### src/rtl/nanfmt_pkg.sv
package nanfmt_pkg;

    localparam int CANON_W = 64;
    localparam int VAL_W   = 64;
    localparam int NUM_FMT = 3;

    function automatic int fmt_exp_w(input int idx);
        case (idx)
            0:       return 5;
            1:       return 8;
            default: return 11;
        endcase
    endfunction

    function automatic int fmt_frac_w(input int idx);
        case (idx)
            0:       return 10;
            1:       return 23;
            default: return 52;
        endcase
    endfunction

    // code 3 folds onto the double lane
    function automatic logic [1:0] fmt_lane(input logic [1:0] code);
        return (code == 2'd3) ? 2'd2 : code;
    endfunction

    typedef struct packed {
        logic             valid;
        logic [VAL_W-1:0] val;
        logic             invalid;
        logic             sticky;
    } conv_state_t;

endpackage

### src/rtl/nan_lane_unpack.sv
module nan_lane_unpack #(
    parameter int EXP_W   = 8,
    parameter int FRAC_W  = 23,
    parameter int CANON_W = 64,
    localparam int TOT_W  = 1 + EXP_W + FRAC_W
) (
    input  logic [TOT_W-1:0]   value,
    input  logic               snan_conv,
    output logic               sign,
    output logic [CANON_W-1:0] canon_frac,
    output logic               is_snan
);
    logic [FRAC_W-1:0] frac;
    logic              exp_ones;
    logic              top_bit;
    logic              rest_set;

    always_comb begin
        sign       = value[TOT_W-1];
        frac       = value[FRAC_W-1:0];
        exp_ones   = &value[FRAC_W +: EXP_W];
        top_bit    = frac[FRAC_W-1];
        rest_set   = |frac[FRAC_W-2:0];
        is_snan    = exp_ones & (snan_conv ? top_bit : (~top_bit & rest_set));
        canon_frac = CANON_W'(frac) << (CANON_W - FRAC_W);
    end
endmodule

### src/rtl/nan_lane_pack.sv
module nan_lane_pack #(
    parameter int EXP_W   = 8,
    parameter int FRAC_W  = 23,
    localparam int TOT_W  = 1 + EXP_W + FRAC_W
) (
    input  logic              sign,
    input  logic [FRAC_W-1:0] frac_top,
    input  logic              dflt_nan_en,
    input  logic              snan_conv,
    output logic [TOT_W-1:0]  value
);
    logic [TOT_W-1:0] dflt;

    always_comb begin
        if (snan_conv)
            dflt = {1'b0, {EXP_W{1'b1}}, 1'b0, {(FRAC_W-1){1'b1}}};
        else
            dflt = {1'b1, {EXP_W{1'b1}}, 1'b1, {(FRAC_W-1){1'b0}}};

        if (dflt_nan_en || (frac_top == '0))
            value = dflt;
        else
            value = {sign, {EXP_W{1'b1}}, frac_top};
    end
endmodule

### src/rtl/nan_fmt_conv.sv
module nan_fmt_conv
    import nanfmt_pkg::*;
(
    input  logic        clk,
    input  logic        rst_n,
    input  logic        in_valid,
    input  logic [63:0] src_val,
    input  logic [1:0]  src_fmt,
    input  logic [1:0]  dst_fmt,
    input  logic        dflt_nan_en,
    input  logic        snan_conv,
    input  logic        flags_clr,
    output logic        out_valid,
    output logic [63:0] out_val,
    output logic        out_invalid,
    output logic        invalid_sticky
);
    logic               lane_sign [NUM_FMT];
    logic [CANON_W-1:0] lane_frac [NUM_FMT];
    logic               lane_snan [NUM_FMT];
    logic [VAL_W-1:0]   lane_out  [NUM_FMT];

    logic               canon_sign;
    logic [CANON_W-1:0] canon_frac;
    logic               src_snan;
    logic [1:0]         src_idx;
    logic [1:0]         dst_idx;
    logic               canon_unused;

    conv_state_t st_d, st_q;

    always_comb begin
        src_idx    = fmt_lane(src_fmt);
        dst_idx    = fmt_lane(dst_fmt);
        canon_sign = lane_sign[src_idx];
        canon_frac = lane_frac[src_idx];
        src_snan   = lane_snan[src_idx];
    end

    // the widest destination never reads the bottom of the canonical word
    assign canon_unused = ^canon_frac[CANON_W-fmt_frac_w(NUM_FMT-1)-1:0];

    for (genvar g = 0; g < NUM_FMT; g++) begin : g_lane
        localparam int EW = fmt_exp_w(g);
        localparam int FW = fmt_frac_w(g);
        localparam int TW = 1 + EW + FW;
        logic [TW-1:0] packed_val;

        nan_lane_unpack #(
            .EXP_W   (EW),
            .FRAC_W  (FW),
            .CANON_W (CANON_W)
        ) u_unpack (
            .value      (src_val[TW-1:0]),
            .snan_conv  (snan_conv),
            .sign       (lane_sign[g]),
            .canon_frac (lane_frac[g]),
            .is_snan    (lane_snan[g])
        );

        nan_lane_pack #(
            .EXP_W  (EW),
            .FRAC_W (FW)
        ) u_pack (
            .sign        (canon_sign),
            .frac_top    (canon_frac[CANON_W-1 -: FW]),
            .dflt_nan_en (dflt_nan_en),
            .snan_conv   (snan_conv),
            .value       (packed_val)
        );

        assign lane_out[g] = VAL_W'(packed_val);
    end

    always_comb begin
        st_d         = st_q;
        st_d.valid   = in_valid;
        st_d.invalid = in_valid & src_snan;
        if (in_valid)
            st_d.val = lane_out[dst_idx];
        st_d.sticky  = (st_q.sticky & ~flags_clr) | (in_valid & src_snan);
    end

    always_ff @(posedge clk) begin
        if (!rst_n)
            st_q <= '0;
        else
            st_q <= st_d;
    end

    assign out_valid      = st_q.valid;
    assign out_val        = st_q.val;
    assign out_invalid    = st_q.invalid;
    assign invalid_sticky = st_q.sticky;

endmodule

### config.mk
export PLATFORM = sky130hd
export DESIGN_NAME = nan_fmt_conv
export DESIGN_NICKNAME = d
export VERILOG_FILES = /design/src/rtl/nanfmt_pkg.sv /design/src/rtl/nan_lane_unpack.sv /design/src/rtl/nan_lane_pack.sv /design/src/rtl/nan_fmt_conv.sv
export SDC_FILE = /design/constraint.sdc
export NUM_CORES = 1
export LEC_CHECK = 0
export ABC_AREA = 1
export BUFFER_PORTS_ARGS = -buffer_cell sky130_fd_sc_hd__buf_2
export CAP_MARGIN = 20
export CORE_MARGIN = 1.5
export CORE_UTILIZATION = 37
export DETAILED_ROUTE_END_ITERATION = 16
export SYNTH_ARGS = -nofsm -noshare
export SYNTH_HDL_FRONTEND = slang
export SYNTH_SLANG_ARGS = --single-unit
### constraint.sdc
create_clock -name clk -period 2 [get_ports clk]
set_input_delay 0.2 -clock clk [delete_from_list [all_inputs] [get_ports clk]]
set_output_delay 0.2 -clock clk [all_outputs]
set_load 0.005 [all_outputs]
==> results.sh, run 1 <==
export IMPL_outcome="completed"
export IMPL_antenna_found_initial=0
export IMPL_cp_cell_sequence="buf_2 -> inv_4 -> buf_12 -> nand3_1 -> nand2_1 -> inv_1 -> nand3_1 -> nor2_1 -> nand2_1 -> nand2_1 -> nand3_4 -> buf_12 -> nand3_1 -> a21oi_1 -> nor2_1 -> nor2_1"
export IMPL_drt_initial_drc_count=333
export IMPL_path_clk_slew_ps=60
export IMPL_nets=994
export IMPL_via_count=5533
export IMPL_muxShareOfSynthArea=0
export IMPL_finClkSkew_ps=0
export IMPL_io_pins=141
export IMPL_synth_ff_type="dfxtp_1"
export IMPL_cts_buffer_depth=2
export IMPL_drv_cap=0
export IMPL_tightest_slew_ps=630
export IMPL_cts_sinks=57
export IMPL_setup_violations=0
export IMPL_grt_overflow_total=0
export IMPL_dieArea_sq_um=12100
export IMPL_crit_family="simple AND/OR/NAND/NOR gates"
export IMPL_synth_seq_cells=57
export IMPL_path_buf_inv=5
export IMPL_slew_viol_final=0
export IMPL_rsz0062_at_grt="no"
export IMPL_timing_hold_violations_final=0
export IMPL_cts_tree="done"
export IMPL_p_sw_mw=1.25
export IMPL_place_congestion=0.912
export IMPL_routed_wirelength_mm=17.1
export IMPL_powerDensity_nw_per_um2=641
export IMPL_drcViolationCount=0
export IMPL_synth_fa_ha_area_frac=0
export IMPL_core_area_sq_um=11000
export IMPL_portBuffers=140
export IMPL_hp_class="primary input to flop"
export IMPL_finalCritPeriodShare=0.913
export IMPL_p_int_mw=2.48
export IMPL_p_clk_frac=0.393
export IMPL_drtAntennaViolNets=0
export IMPL_p_leak_nw=3.03
export IMPL_share_seq_of_total_power=0.333
export IMPL_globalRouteTotalUtil=0.289
export IMPL_relSlewSlack=0.579
export IMPL_synth_warnings=0
export IMPL_crit_path_start="src_fmt[1]"
export IMPL_crit_fanout=14
export IMPL_cts_hold_buf=0
export IMPL_synth_compound_area_frac=0.146
export IMPL_synthesis_nets=806
export IMPL_grt_start_max_net_pins=33
export IMPL_peakVddDrop_v=0.000435
export IMPL_h_tree_depth=3
export IMPL_ys_seq_area_frac=0.270
export IMPL_n_antenna_cell=0
export IMPL_synth_area_sq_um=4230
export IMPL_initial_core_util=0.385
export IMPL_synth_top_family_by_area="simple AND/OR/NAND/NOR gates"
export IMPL_setup_tns_ps=0
export IMPL_async_flop_share=0
export IMPL_synth_edf_count=0
export IMPL_synth_xor_xnor_area_share=0
export IMPL_power_frac_comb=0.275
export IMPL_criticalPathCategory="primary input to flop"
export IMPL_post_drt_wl_per_cell_microns=16.0
export IMPL_worstHoldStart="flags_clr"
export IMPL_cpMaxStageDelayCell="buf_12"
export IMPL_fin_util=0.531
export IMPL_cpPeakStageDelay_ps=180
export IMPL_syn_inst=732
export IMPL_clock_latency_ps=340
export IMPL_startpoint_type="primary input"
export IMPL_die_y_microns=110
export IMPL_cp_required_ps=2230
export IMPL_area_growth_pct=37.9
export IMPL_worstPathArrival_ps=2060
export IMPL_finalCriticalPeriod_ps=1830
export IMPL_fmaxAchievable_mhz=547
export IMPL_detailedRoute_firstPassIterationCount=5
export IMPL_die_x_microns=110
export IMPL_synthDistinctLibCells=34
export IMPL_sw_frac_of_total=0.335
export IMPL_timing_rr_start="out_val[62]"
export IMPL_hpwlAfterDp_mm=13.7
export IMPL_final_layout_size_suffix_gt1_frac=0.295
export IMPL_grt_pass1_wl_mm=26.0
export IMPL_grt_pass1_vias=5061
export IMPL_synth_simple_gate_area_frac=0.467
export IMPL_placement_rows=38
export IMPL_endpoint_kind="flop"
export IMPL_viasPerCell=5.20
export IMPL_cts_root_buf="clkbuf_16"
export IMPL_numCtsBuffers=9
export IMPL_syn_avg_cell_area_sq_um=5.77
[synth_stat cells, types with 2 or more instances]
cell / count / area, sq um
buf_4: 16 / 120
o21ai_2: 2 / 17.5
nor4_1: 7 / 43.8
a21oi_1: 58 / 290
clkbuf_1: 22 / 82.6
nand2_2: 5 / 31.3
nand4_1: 12 / 75.1
nand3_1: 92 / 460
o21ai_0: 43 / 215
dfxtp_1: 57 / 1140
inv_2: 7 / 26.3
o21ai_1: 3 / 15.0
nor2_1: 57 / 214
inv_1: 31 / 116
o211ai_1: 2 / 15.0
a31oi_1: 6 / 37.5
nor2_2: 2 / 12.5
nand2_1: 268 / 1010
nand3_2: 3 / 30.0
nand3b_1: 2 / 15.0
clkinv_1: 2 / 7.51
buf_6: 7 / 78.8
buf_2: 12 / 60.1
nor3_1: 6 / 30.0
[cell type report]
type | instances | area, sq um
tap | 140 | 175
clock inverter | 7 | 55.1
timing repair buffer | 234 | 1480
fill | 1156 | 5160
sequential | 57 | 1140
inverter | 41 | 159
clock buffer | 9 | 225
multi-input combinational | 577 | 2590
[cell usage in the layout (no fill, tap or decap), types with 7 or more instances in the layout]
| cell | Yosys | final |
|---|---|---|
| a21oi_1 | 58 | 58 |
| buf_2 | 12 | 140 |
| nor2_1 | 57 | 57 |
| clkbuf_16 | 0 | 9 |
| nand2_1 | 268 | 267 |
| o21ai_0 | 43 | 43 |
| dfxtp_1 | 57 | 57 |
| nand3_1 | 92 | 92 |
| buf_4 | 16 | 88 |
| nand4_1 | 12 | 12 |
| nor4_1 | 7 | 7 |
| inv_1 | 31 | 31 |
[flip-flops by register name (all words and copies together), names as in the netlist]
name,flops
out_val,54
invalid_sticky,1
out_invalid,1
out_valid,1
[power by group through the flow]
stage                     Clock, mW  Sequential, mW  Combinational (mW)
final                          1.47            1.24                1.03
after floorplan                   0            1.27               0.515
after global routing           1.54            1.25                1.13
after global placement            0            1.26                1.01
after detailed placement          0            1.27                1.02
after CTS                      1.48            1.24                1.02
[path summary, 6_finish.rpt]
kind	depth (start not counted)	end	slack [ps]
max reg2reg	2	out_val[62]	1240
min reg2reg	2	out_val[40]	460
min	3	invalid_sticky	120
max	16	out_val[9]	170
[layer usage]
metal  GRT usage  wire (microns)  vias to the layer above  share of wire
met3      0.0373            1040                       34          0.061
met5           0               0                        -              0
met4       0.133             501                        0          0.029
met1       0.387            7850                     2508           0.46
li1            -               -                     2766              -
met2       0.461            7670                      225           0.45
[cell families (layout without fill, tap and decap cells)]
family	after synthesis	count (layout)
flip-flops	57	57
AO/OA/AOI/OAI	117	117
AND/OR/NAND/NOR	460	460
buffers and inverters	98	291
[worst min-delay path, stage by stage]
cell	delay [ps]
buf_2	70
nand3b_1	90
nand2_1	50
[metrics by stage]
step / total power [mW] / cells / area (sq um) / setup slack [ps] / hold slack [ps]
2_1_floorplan: 1.79 / 732 / 4230 / 199 / 316
4_1_cts: 3.74 / 1065 / 5820 / 200 / 122
6_report: 3.74 / 1065 / 5830 / 173 / 118
3_3_place_gp: 2.28 / 1049 / 5540 / -133 / 449
3_5_place_dp: 2.28 / 1049 / 5540 / -143 / 455
5_1_grt: 3.93 / 1065 / 5830 / 3.44 / 137
[what timing repair did]
action | in CTS | in global routing
gates resized for setup | 0 | 3
endpoints found under the setup margin | 0 | 6
buffers inserted | 0 | 0
Power figures use the tool's default switching activity.
==> run 2: changes to the inputs <==
--- a/config.mk
+++ b/config.mk
@@ -11,6 +11,7 @@
 export CORE_MARGIN = 1.5
 export CORE_UTILIZATION = 37
 export DETAILED_ROUTE_END_ITERATION = 16
+export REMOVE_ABC_BUFFERS = 1
 export SYNTH_ARGS = -nofsm -noshare
 export SYNTH_HDL_FRONTEND = slang
 export SYNTH_SLANG_ARGS = --single-unit
==> run 2 against run 1 <==
  * Global-route usage shrank 0.11 points
  * Clock skew unchanged
  * Routed wire length shrank 0.76%
  * Combinational power barely moved
  * Critical endpoint is now out_val[42]
  * Power is 4.4% higher
  * Utilization is essentially flat
  * Register-to-register slack lost 20 ps
  * Via count barely moved
  * Hold slack better by 2.7 ps
  * Non-clock buffer count is 5 lower
  * Die area stayed put
  * Maximum frequency rose by 1.6%
  * Largest power group unchanged
==> results.sh, run 2 (synthesized netlist as in run 1, its figures left out) <==
export IMPL_outcome="completed"
export IMPL_fin_cells=1059
export IMPL_crit_path_start="src_fmt[1]"
export IMPL_path_clk_slew_ps=50
export IMPL_drv_cap=0
export IMPL_slew_viol_final=0
export IMPL_cts_setup_buffers=0
export IMPL_p_total_mw=3.90
export IMPL_crit_fanout=19
export IMPL_post_route_cell_area_sq_um=5820
export IMPL_post_drt_wl_per_cell_microns=16.0
export IMPL_power_frac_comb=0.262
export IMPL_p_int_mw=2.73
export IMPL_startpoint_type="primary input"
export IMPL_drcViolationCount=0
export IMPL_cts_sinks=57
export IMPL_endpoint_kind="flop"
export IMPL_finalCriticalPeriod_ps=1800
export IMPL_fmaxAchievable_mhz=556
export IMPL_relSlewSlack=0.593
export IMPL_nets=989
export IMPL_cp_required_ps=2190
export IMPL_placement_rows=38
export IMPL_dp_cells=1044
export IMPL_setup_tns_ps=0
export IMPL_io_pins=141
export IMPL_criticalPathCategory="primary input to flop"
export IMPL_portBuffers=140
export IMPL_hpwlAfterDp_mm=13.6
export IMPL_finClkSkew_ps=0
export IMPL_core_area_sq_um=11000
export IMPL_powerDensity_nw_per_um2=670
export IMPL_tightest_slew_ps=605
export IMPL_dp_slack_ps=-155
export IMPL_largest_register_ff_count=54
export IMPL_drt_initial_drc_count=489
export IMPL_setup_ws_ps=202
export IMPL_routed_wirelength_mm=16.9
export IMPL_hold_slack_ps=121
export IMPL_via_count=5528
export IMPL_worstHoldStart="flags_clr"
export IMPL_grt_overflow_total=0
export IMPL_hp_class="primary input to flop"
export IMPL_grt_pass1_wl_mm=26.2
export IMPL_die_x_microns=110
export IMPL_worstPathArrival_ps=1990
export IMPL_p_clk_frac=0.418
export IMPL_setup_violations=0
export IMPL_n_antenna_cell=0
export IMPL_cts_hold_buf=0
export IMPL_share_seq_of_total_power=0.320
export IMPL_placed_area_sq_um=5500
export IMPL_finalCritPeriodShare=0.899
export IMPL_timing_rr_start="out_val[62]"
export IMPL_p_sw_mw=1.18
export IMPL_globalRouteTotalUtil=0.288
export IMPL_area_growth_pct=37.8
export IMPL_cts_tree="done"
export IMPL_final_layout_size_suffix_gt1_frac=0.292
export IMPL_dieArea_sq_um=12100
export IMPL_cts_buffer_depth=2
export IMPL_viasPerCell=5.22
export IMPL_peakVddDrop_v=0.000360
export IMPL_final_cell_mix="nand2_1 (267), buf_2 (140), nand3_1 (92), buf_4 (83), a21oi_1 (58)"
export IMPL_drtAntennaViolNets=0
export IMPL_fin_util=0.530
export IMPL_initial_core_util=0.385
export IMPL_place_congestion=0.969
export IMPL_sw_frac_of_total=0.301
export IMPL_antenna_found_initial=0
export IMPL_p_leak_nw=3.03
export IMPL_final_common_cell="nand2_1"
export IMPL_h_tree_depth=3
export IMPL_detailedRoute_firstPassIterationCount=5
export IMPL_grt_start_max_net_pins=31
export IMPL_grt_pass1_vias=4989
export IMPL_timing_hold_violations_final=0
export IMPL_cts_root_buf="clkbuf_16"
export IMPL_numCtsBuffers=9
export IMPL_clock_latency_ps=330
export IMPL_die_y_microns=110
[run 2: cell types whose count changed in the layout (fill, tap and decap cells not counted), sizes merged]
cell,delta
inv,-1
buf,-5
clkinv,-3
clkinvlp,-2
bufinv,+1
clkbuf,+4
[run 2: cell type report]
| class | instances | area, sq um |
|---|---|---|
| fillers | 1144 | 5160 |
| multi-input cells | 577 | 2590 |
| repair buffers | 229 | 1440 |
| flip-flops and latches | 57 | 1140 |
| clock buffers | 13 | 280 |
| well taps | 140 | 175 |
| inverters | 41 | 159 |
| clock inverters | 2 | 35.0 |
[run 2: worst paths after layout]
check,to,slack [ps],cells after the start
setup / recovery,out_val[42],200,15
hold / removal,invalid_sticky,120,3
setup reg to reg,out_val[62],1220,2
hold reg to reg,out_val[50],460,2
[run 2: metal layers]
layer | routed length (microns) | global-route usage
met3 | 1240 | 0.0474
met4 | 496 | 0.104
met2 | 7460 | 0.454
met1 | 7740 | 0.394
met5 | 0 | 0
[run 2: repair_timing]
action | 4_1_cts | 5_1_grt
gates resized for setup | 0 | 4
setup endpoints to repair | 0 | 42
hold endpoints to repair | 0 | 0
[run 2: power groups by stage]
stage	sequential, mW	clock, mW	combinational (mW)
3_5_place_dp	1.27	0	1.01
2_1_floorplan	1.28	0	0.425
5_1_grt	1.26	1.71	1.13
4_1_cts	1.25	1.65	1.01
6_report	1.25	1.63	1.02
3_3_place_gp	1.27	0	1.00
[run 2: critical path: stages]
cell	delay, ps
buf_2	180
inv_4	90
buf_12	140
nand3_1	60
nand2_1	60
nor2_1	100
nand4_1	140
nor2_1	210
nand3_2	120
nand2_2	80
nand2_2	150
nand2_1	140
inv_2	130
nand2_1	110
a21oi_1	60
